==> src/rtl/sa_dma_chan.sv <==
module sa_dma_chan #(
  parameter int AW      = 32,
  parameter int CW      = 16,
  parameter int REL_CYC = 2
) (
  input  logic          clk,
  input  logic          rst_n,
  input  logic          cfg_load,
  input  logic [AW-1:0] cfg_addr,
  input  logic [CW-1:0] cfg_count,
  input  logic [1:0]    cfg_size,
  input  logic          cfg_incr,
  input  logic          cfg_end_en,
  input  logic          dreq,
  output logic          bus_req,
  input  logic          bus_gnt,
  output logic [AW-1:0] mem_addr,
  output logic          rd_stb,
  output logic          ack_stb,
  output logic          end_stb,
  output logic          busy
);

  localparam int RW = $clog2(REL_CYC + 1);

  typedef enum logic [2:0] {S_IDLE, S_REQ, S_T1, S_T2, S_REL} state_t;

  state_t        st;
  logic [AW-1:0] cur_addr;
  logic [CW-1:0] remain;
  logic [1:0]    size_r;
  logic          incr_r, endo_r, en, pend;
  logic [RW-1:0] rel_cnt;
  logic [AW-1:0] step;
  logic          take, last, in_cyc;

  assign take   = (st == S_IDLE) && en && pend;
  assign last   = (remain == CW'(1));
  assign in_cyc = (st == S_T1) || (st == S_T2);
  assign step   = (size_r == 2'd0) ? AW'(1) : (size_r == 2'd1) ? AW'(2) : AW'(4);

  assign bus_req  = (st == S_REQ) || in_cyc;
  assign rd_stb   = in_cyc;
  assign ack_stb  = in_cyc;
  assign end_stb  = in_cyc && endo_r && last;
  assign mem_addr = in_cyc ? cur_addr : '0;
  assign busy     = en;

  always_ff @(posedge clk or negedge rst_n) begin
    if (!rst_n) begin
      st       <= S_IDLE;
      cur_addr <= '0;
      remain   <= '0;
      size_r   <= '0;
      incr_r   <= 1'b0;
      endo_r   <= 1'b0;
      en       <= 1'b0;
      pend     <= 1'b0;
      rel_cnt  <= '0;
    end else begin
      pend <= en && (dreq || (pend && !take));
      if (cfg_load && !en) begin
        cur_addr <= cfg_addr;
        remain   <= cfg_count;
        size_r   <= cfg_size;
        incr_r   <= cfg_incr;
        endo_r   <= cfg_end_en;
        en       <= (cfg_count != '0);
      end
      case (st)
        S_IDLE: if (take) st <= S_REQ;
        S_REQ:  if (bus_gnt) st <= S_T1;
        S_T1:   st <= S_T2;
        S_T2: begin
          st      <= S_REL;
          rel_cnt <= '0;
          remain  <= remain - CW'(1);
          if (incr_r) cur_addr <= cur_addr + step;
          if (last) en <= 1'b0;
        end
        S_REL: begin
          if (rel_cnt == RW'(REL_CYC - 1)) st <= S_IDLE;
          else rel_cnt <= rel_cnt + RW'(1);
        end
        default: st <= S_IDLE;
      endcase
    end
  end

endmodule

==> config.mk <==
export PLATFORM = sky130hd
export DESIGN_NAME = sa_dma_chan
export DESIGN_NICKNAME = d
export VERILOG_FILES = /design/src/rtl/sa_dma_chan.sv
export SDC_FILE = /design/constraint.sdc
export NUM_CORES = 1
export LEC_CHECK = 0
export BUFFER_PORTS_ARGS = -buffer_cell sky130_fd_sc_hd__buf_2
export CAP_MARGIN = 0
export CORE_MARGIN = 4
export CORE_UTILIZATION = 50
export CTS_BUF_LIST = sky130_fd_sc_hd__clkbuf_2
export CTS_CLUSTER_DIAMETER = 100
export DETAILED_ROUTE_END_ITERATION = 8
export PLACE_DENSITY = 0.76
export SYNTH_ARGS = -nofsm -noshare
export SYNTH_HDL_FRONTEND = slang
export SYNTH_SLANG_ARGS = --single-unit
==> constraint.sdc <==
create_clock -name clk -period 4.1 [get_ports clk]
set_input_delay 0.205 -clock clk [delete_from_list [all_inputs] [get_ports clk]]
set_output_delay 0.205 -clock clk [all_outputs]
set_load 0.05 [all_outputs]
==> impl_metrics.tcl, run 1 <==
set metrics [dict create \
    outcome "completed" \
    rr_worst_depth 8 \
    final_common_cell "buf_2" \
    drc_errors 0 \
    start_kind "flip-flop" \
    via_per_inst 5.94 \
    rrSetupSlack_ns 1.49 \
    tightest_slew_ns 1.23 \
    use_met2_pct 37.5 \
    final_cell_mix "buf_2, nand2_1, dfrtp_1" \
    cts_inserted_buffers 9 \
    cts_tree "done" \
    path_buf_inv 1 \
    synthFlopType "dfrtp_1" \
    die_w_um 93.4 \
    synth_cells 443 \
    worstSkewPairLatency_ns 0.47 \
    skew_ns 0.0254 \
    first_global_vias 3656 \
    cp_cell_sequence "or3_1 -> nor4_1 -> nand2b_1 -> nor3_1 -> and3_1 -> buf_2" \
    cap_viol_max_count 0 \
    layout.nets 626 \
    synth_top_area_share_pct 40.5 \
    use_met1_pct 35.6 \
    use_met3_pct 2.98 \
    synth_edf_count 0 \
    finalHoldViolCount 0 \
    gp_congestion 0.920 \
    rsz0062_at_grt "false" \
    setup_viol 0 \
    drt_iter0_drc 325 \
    grt_pass1_wl_um 17500 \
    busiest_layer "met2" \
    relSlewSlack_pct 17.9 \
    max_stage_delay_ns 0.44 \
    fin_crit_ns 2.98 \
    overflow 0 \
    worstPathArrival_ns 2.77 \
    insertedDiodeCount 0 \
    drive_gt1_share_pct 21.0 \
    cts_root_buf "clkbuf_2" \
    grt_max_degree 50 \
    detail-route-antenna-nets 0 \
    synth_warnings 0 \
    die_h_um 93.4 \
    critPathCaptureType "output port" \
    crit_family "simple AND/OR/NAND/NOR gates" \
    ys_types 50 \
    hpwlAfterDp_um 7320 \
    critPathLaunch "remain[8]$_DFFE_PN0P_" \
    routed_wl_um 10700 \
    io_pins 94 \
    p_leak_nw 2.11 \
    synth_nets 507 \
    vias 3934 \
    fin_crit_sh_pct 72.6 \
    slowest_stage "dfrtp_1" \
    tns_ns 0 \
    crit_type "reg2out" \
    path_clk_slew_ns 0.19 \
    async_flop_share_pct 100 \
    irDropWorstVdd_mv 0.370 \
    yosysSeqAreaShare_pct 40.5 \
    syn2layout_area_growth_pct 26.1 \
    row_count 30 \
    grt_usage_pct 24.9 \
    initial_core_util_pct 52.6 \
    critical_path.endpoint "end_stb" \
    ys_ff_latch 59 \
    fmax_mhz 336 \
    crit_required_ns 3.89 \
    antenna_found_initial 0 \
    yosysTopAreaCell "dfrtp_1" \
    worst_hold_slack_ns 0.0124 \
    fp.coreArea_mm2 0.00694 \
    fp.dieArea_mm2 0.00873 \
    report.final.slew_viol_count 0 \
    htree_levels 3 \
    port-buffer-count 93 \
    hp-class "in2reg" \
    cts_sinks 59 \
    cts_resized 0 \
    yosys-top-cells-area "dfrtp_1, nand2_1, and2_1, nor2_1, a21oi_1" \
    crit_fanout 5 \
    wire_per_inst_um 16.2 \
    power_density_mw_per_mm2 558 \
    r2r-end "cur_addr[20]$_DFF_PN0_" \
    synth_area_mm2 0.00365 \
    first_pass_iters 5 \
    r2r_start "size_r[1]$_DFFE_PN0P_" \
    synth_area_per_cell_um2 8.24 \
    path_depth 6 \
    cts.path.max_buffers 2 \
]
cells in the mapped netlist, drive strengths merged (4+ instances only):
master  instances
a31oi           7
o211ai         11
a22oi           4
nand2b          6
and2           33
a311oi          7
inv            10
nor4           10
nor2           49
nor3           16
a211oi          7
ha              6
a21oi          28
clkbuf         22
nand3          20
o21ai          15
dfrtp          59
o311ai          7
nand2          59
and3            9
and4            4
nand4           9
registers in the layout (all words and copies together), names as in the netlist:
name,flops
incr_r,1
cur_addr,32
remain,16
rel_cnt,2
size_r,2
st,3
busy,1
pend,1
endo_r,1
worst reg2reg max path, stage by stage (launching register included):
cell	delay (ns)
dfrtp_1	0.45
nor2_1	0.11
ha_1	0.19
fa_1	0.23
a21oi_1	0.14
nor2_1	0.64
nand3_1	0.31
or3_1	0.38
nand3_1	0.09
per-layer routing:
metal	vias to the layer above	wire length, um
met5	-	0
met4	0	246
met3	32	729
met2	183	4890
met1	1856	4850
li1	1863	-
kinds of logic after synthesis:
logic type | synth area share, %
AOI/OAI and AO/OA | 19.8
xor gates and xnor gates | 0.960
adders and majority gates | 2.61
buffers and inverters | 3.77
DFF | 40.5
muxes | 0.274
and+or+nand+nor | 32.1
how the worst min path moves through the flow:
stage	slack [ns]	cells after the start	start	to
2_1_floorplan	-0.09	0	rst_n	busy$_DFF_PN0_
5_1_grt	0.003	2	cfg_addr[9]	cur_addr[9]$_DFF_PN0_
4_1_cts	0.001	2	cfg_addr[4]	cur_addr[4]$_DFF_PN0_
3_3_place_gp	0.08	1	rst_n	remain[12]$_DFFE_PN0P_
6_report	0.01	2	cfg_addr[4]	cur_addr[4]$_DFF_PN0_
3_5_place_dp	0.09	1	rst_n	remain[12]$_DFFE_PN0P_
where the power goes:
part | switching [mW] | internal [mW]
clock | 0.218 | 0.0771
sequential | 0.236 | 0.755
combinational | 0.859 | 0.421
metrics by stage:
step                      std cells  setup slack (ns)  util [%]  total power, mW  instance area (um2)
final                           662              1.12      66.3             2.57                 4600
after global routing            662             0.893      66.3             2.74                 4600
after CTS                       661              1.17      66.1             2.55                 4590
after detailed placement        610              1.60      59.9             2.24                 4160
after global placement          610              1.69      59.9             2.20                 4160
after floorplan                 443              1.89         -             1.93                 3650
area by class of cell:
type / count / area, um2
Inverter: 10 / 37.5
Clock buffer: 11 / 55.1
Fill cell: 604 / 2340
Tap cell: 96 / 120
Sequential cell: 59 / 1480
Multi-Input combinational cell: 349 / 2040
Timing Repair Buffer: 133 / 858
Clock inverter: 4 / 18.8
repair_timing:
action / in CTS / in global routing
endpoints found under the hold margin: 45 / 1
hold buffers: 36 / 1
setup buffers: 0 / 0
Note: power is estimated with default switching activity, not from simulation.
==> run 2, diff against run 1 <==
ABC_AREA = 1   (was unset)
PLACE_DENSITY = 0.74   (was 0.76)
clock period = 3.1 ns   (was 4.1 ns; I/O delays follow)
==> run 2 against run 1 <==
Combinational power is 42% higher; register-to-register slack worse by 0.49 ns; highest routed layer unchanged; clock-buffer cell count is 1 lower; hold slack better by 0.011 ns; via count is 22% higher; die area is 15% higher; critical path type unchanged; utilization is 0.57 points lower; sequential share of layout area is 4.9 points lower; non-clock buffer count is 13 higher.
==> impl_metrics.tcl, run 2 <==
set metrics [dict create \
    outcome "completed" \
    synthFlopType "dfrtp_1" \
    synth_top_area_share_pct 34.7 \
    p_leak_nw 3.25 \
    crit_fanout 18 \
    synth_cells 678 \
    hold_buffers 48 \
    worst_hold_slack_ns 0.0236 \
    via_per_inst 5.19 \
    final_cell_mix "nand2_1, nor2_1, buf_2" \
    finalHoldViolCount 0 \
    seqPwrFrac_pct 28.6 \
    gp_congestion 0.926 \
    synth_edf_count 0 \
    crit_type "reg2out" \
    fin_crit_ns 2.27 \
    initial_core_util_pct 51.6 \
    wire_per_inst_um 14.0 \
    cts_resized 0 \
    synth_area_per_cell_um2 6.28 \
    critPathCaptureType "output port" \
    insertedDiodeCount 0 \
    path_clk_slew_ns 0.20 \
    synth_warnings 0 \
    power_switching_mw 1.79 \
    post_cts_buffers 0 \
    cts_inserted_buffers 9 \
    first_pass_iters 5 \
    power_density_mw_per_mm2 638 \
    skew_ns 0.0396 \
    cp_cell_sequence "nor2_4 -> inv_1 -> buf_4 -> nor2_1 -> buf_2" \
    yosysTopAreaCell "dfrtp_1" \
    cts_root_buf "clkbuf_2" \
    top_regs "cur_addr x32, remain x16, st x3" \
    setup_ws_ns 0.833 \
    async_flop_share_pct 100 \
    row_count 33 \
    cts_sinks 59 \
    max_stage_delay_ns 0.46 \
    power_switching_share_pct 51.9 \
    port-buffer-count 93 \
    hp-class "in2reg" \
    fin_crit_sh_pct 73.1 \
    drc_errors 0 \
    fin_cells 926 \
    fp.dieArea_mm2 0.0101 \
    yosysSeqAreaShare_pct 34.7 \
    pre_cts_ws_ns 1.09 \
    die_w_um 100 \
    intPower_mw 1.66 \
    synth_nets 742 \
    report.final.slew_viol_count 0 \
    regMostFlops "cur_addr" \
    place_inst 862 \
    largest_reg_flops 32 \
    yosys-top-cells-area "dfrtp_1, nand2_1, nor2_1, inv_1, o21ai_0" \
    ys_ff_latch 59 \
    routed_wl_um 13000 \
    crit_family "buffers and inverters" \
    clock_power_share_pct 18.7 \
    layout.nets 880 \
    grt_usage_pct 26.3 \
    grt_max_degree 50 \
    cts_tree "done" \
    start_kind "flip-flop" \
    final_common_cell "nand2_1" \
    die_h_um 100 \
    grt_pass1_wl_um 21200 \
    antenna_found_initial 0 \
    synth_most_common_cell "nand2_1" \
    comb_power_share_pct 52.7 \
    path_buf_inv 3 \
    htree_levels 3 \
    ys_types 36 \
    detail-route-antenna-nets 0 \
    vias 4805 \
    tns_ns 0 \
    crit_required_ns 2.94 \
    worstPathArrival_ns 2.11 \
    final_util_pct 65.7 \
    overflow 0 \
    cts.path.max_buffers 2 \
    fp.coreArea_mm2 0.00826 \
    synth_area_mm2 0.00426 \
    syn2layout_area_growth_pct 27.4 \
    hpwlAfterDp_um 9330 \
    drt_iter0_drc 380 \
    drive_gt1_share_pct 16.1 \
    irDropWorstVdd_mv 0.516 \
    io_pins 94 \
    ys_top_cells_by_count "nand2_1, nor2_1, inv_1" \
    cap_viol_max_count 0 \
    relSlewSlack_pct 25.7 \
    first_global_vias 4437 \
    setup_viol 0 \
    fmax_mhz 441 \
    rsz0062_at_grt "false" \
    slowest_stage "dfrtp_1" \
    worstSkewPairLatency_ns 0.50 \
    tightest_slew_ns 1.11 \
]
-- run 2: path summary, 6_finish.rpt --
path,from,end,slack (ns),cells after the start
setup / recovery,st[2]$_DFFE_PN0P_,mem_addr[11],0.83,5
hold / removal,cfg_count[2],remain[2]$_DFFE_PN0P_,0.02,5
setup reg to reg,size_r[1]$_DFFE_PN0P_,cur_addr[18]$_DFF_PN0_,1.00,10
hold reg to reg,incr_r$_DFFE_PN0P_,incr_r$_DFFE_PN0P_,0.53,2
max in group asynchronous,rst_n,cur_addr[27]$_DFF_PN0_,1.90,3
min in group asynchronous,rst_n,remain[3]$_DFFE_PN0P_,0.38,2
-- run 2: layout make-up --
type	count	area, um2
multi-input cells	523	2390
clock buffers	10	50.0
inverters	77	290
repair buffers	146	983
well taps	105	131
fillers	738	2830
flip-flops and latches	59	1480
clock inverters	6	104
-- run 2: per-stage QoR --
step           total power, mW  cell area, um2
2_1_floorplan             2.36            4260
3_3_place_gp              2.74            4790
3_5_place_dp              2.76            4790
4_1_cts                   3.45            5430
5_1_grt                   3.63            5430
6_report                  3.46            5430
-- run 2: logic make-up (layout without fill, tap and decap cells) --
family,after synthesis,count (layout),synth area share [%]
simple gates,420,420,40.1
buf+inv,96,239,9.22
compound gates,84,84,11.3
flops,59,59,34.7
xor+xnor,12,12,2.47
fa+ha+maj,7,7,2.23
-- run 2: worst reg2reg max path: cells and delay by family, from the launching register on --
| kind | cells | cell delay [ns] |
|---|---|---|
| flops | 1 | 0.44 |
| fa+ha+maj | 2 | 0.45 |
| simple gates | 7 | 0.98 |
| compound gates | 1 | 0.11 |
-- run 2: routing by layer --
metal	global-route usage [%]	wire length, um	vias up
met3	4.59	1070	19
met5	0	0	-
met4	8.19	191	0
met2	39.3	5640	194
li1	-	-	2408
met1	38.6	6100	2184
-- run 2: power groups by stage --
stage,combinational (mW),clock (mW),sequential (mW)
global route,1.95,0.684,0.998
CTS,1.82,0.655,0.983
finish,1.82,0.647,0.989
detailed placement,1.76,0,0.997
floorplan,1.38,0,0.971
global placement,1.74,0,0.991
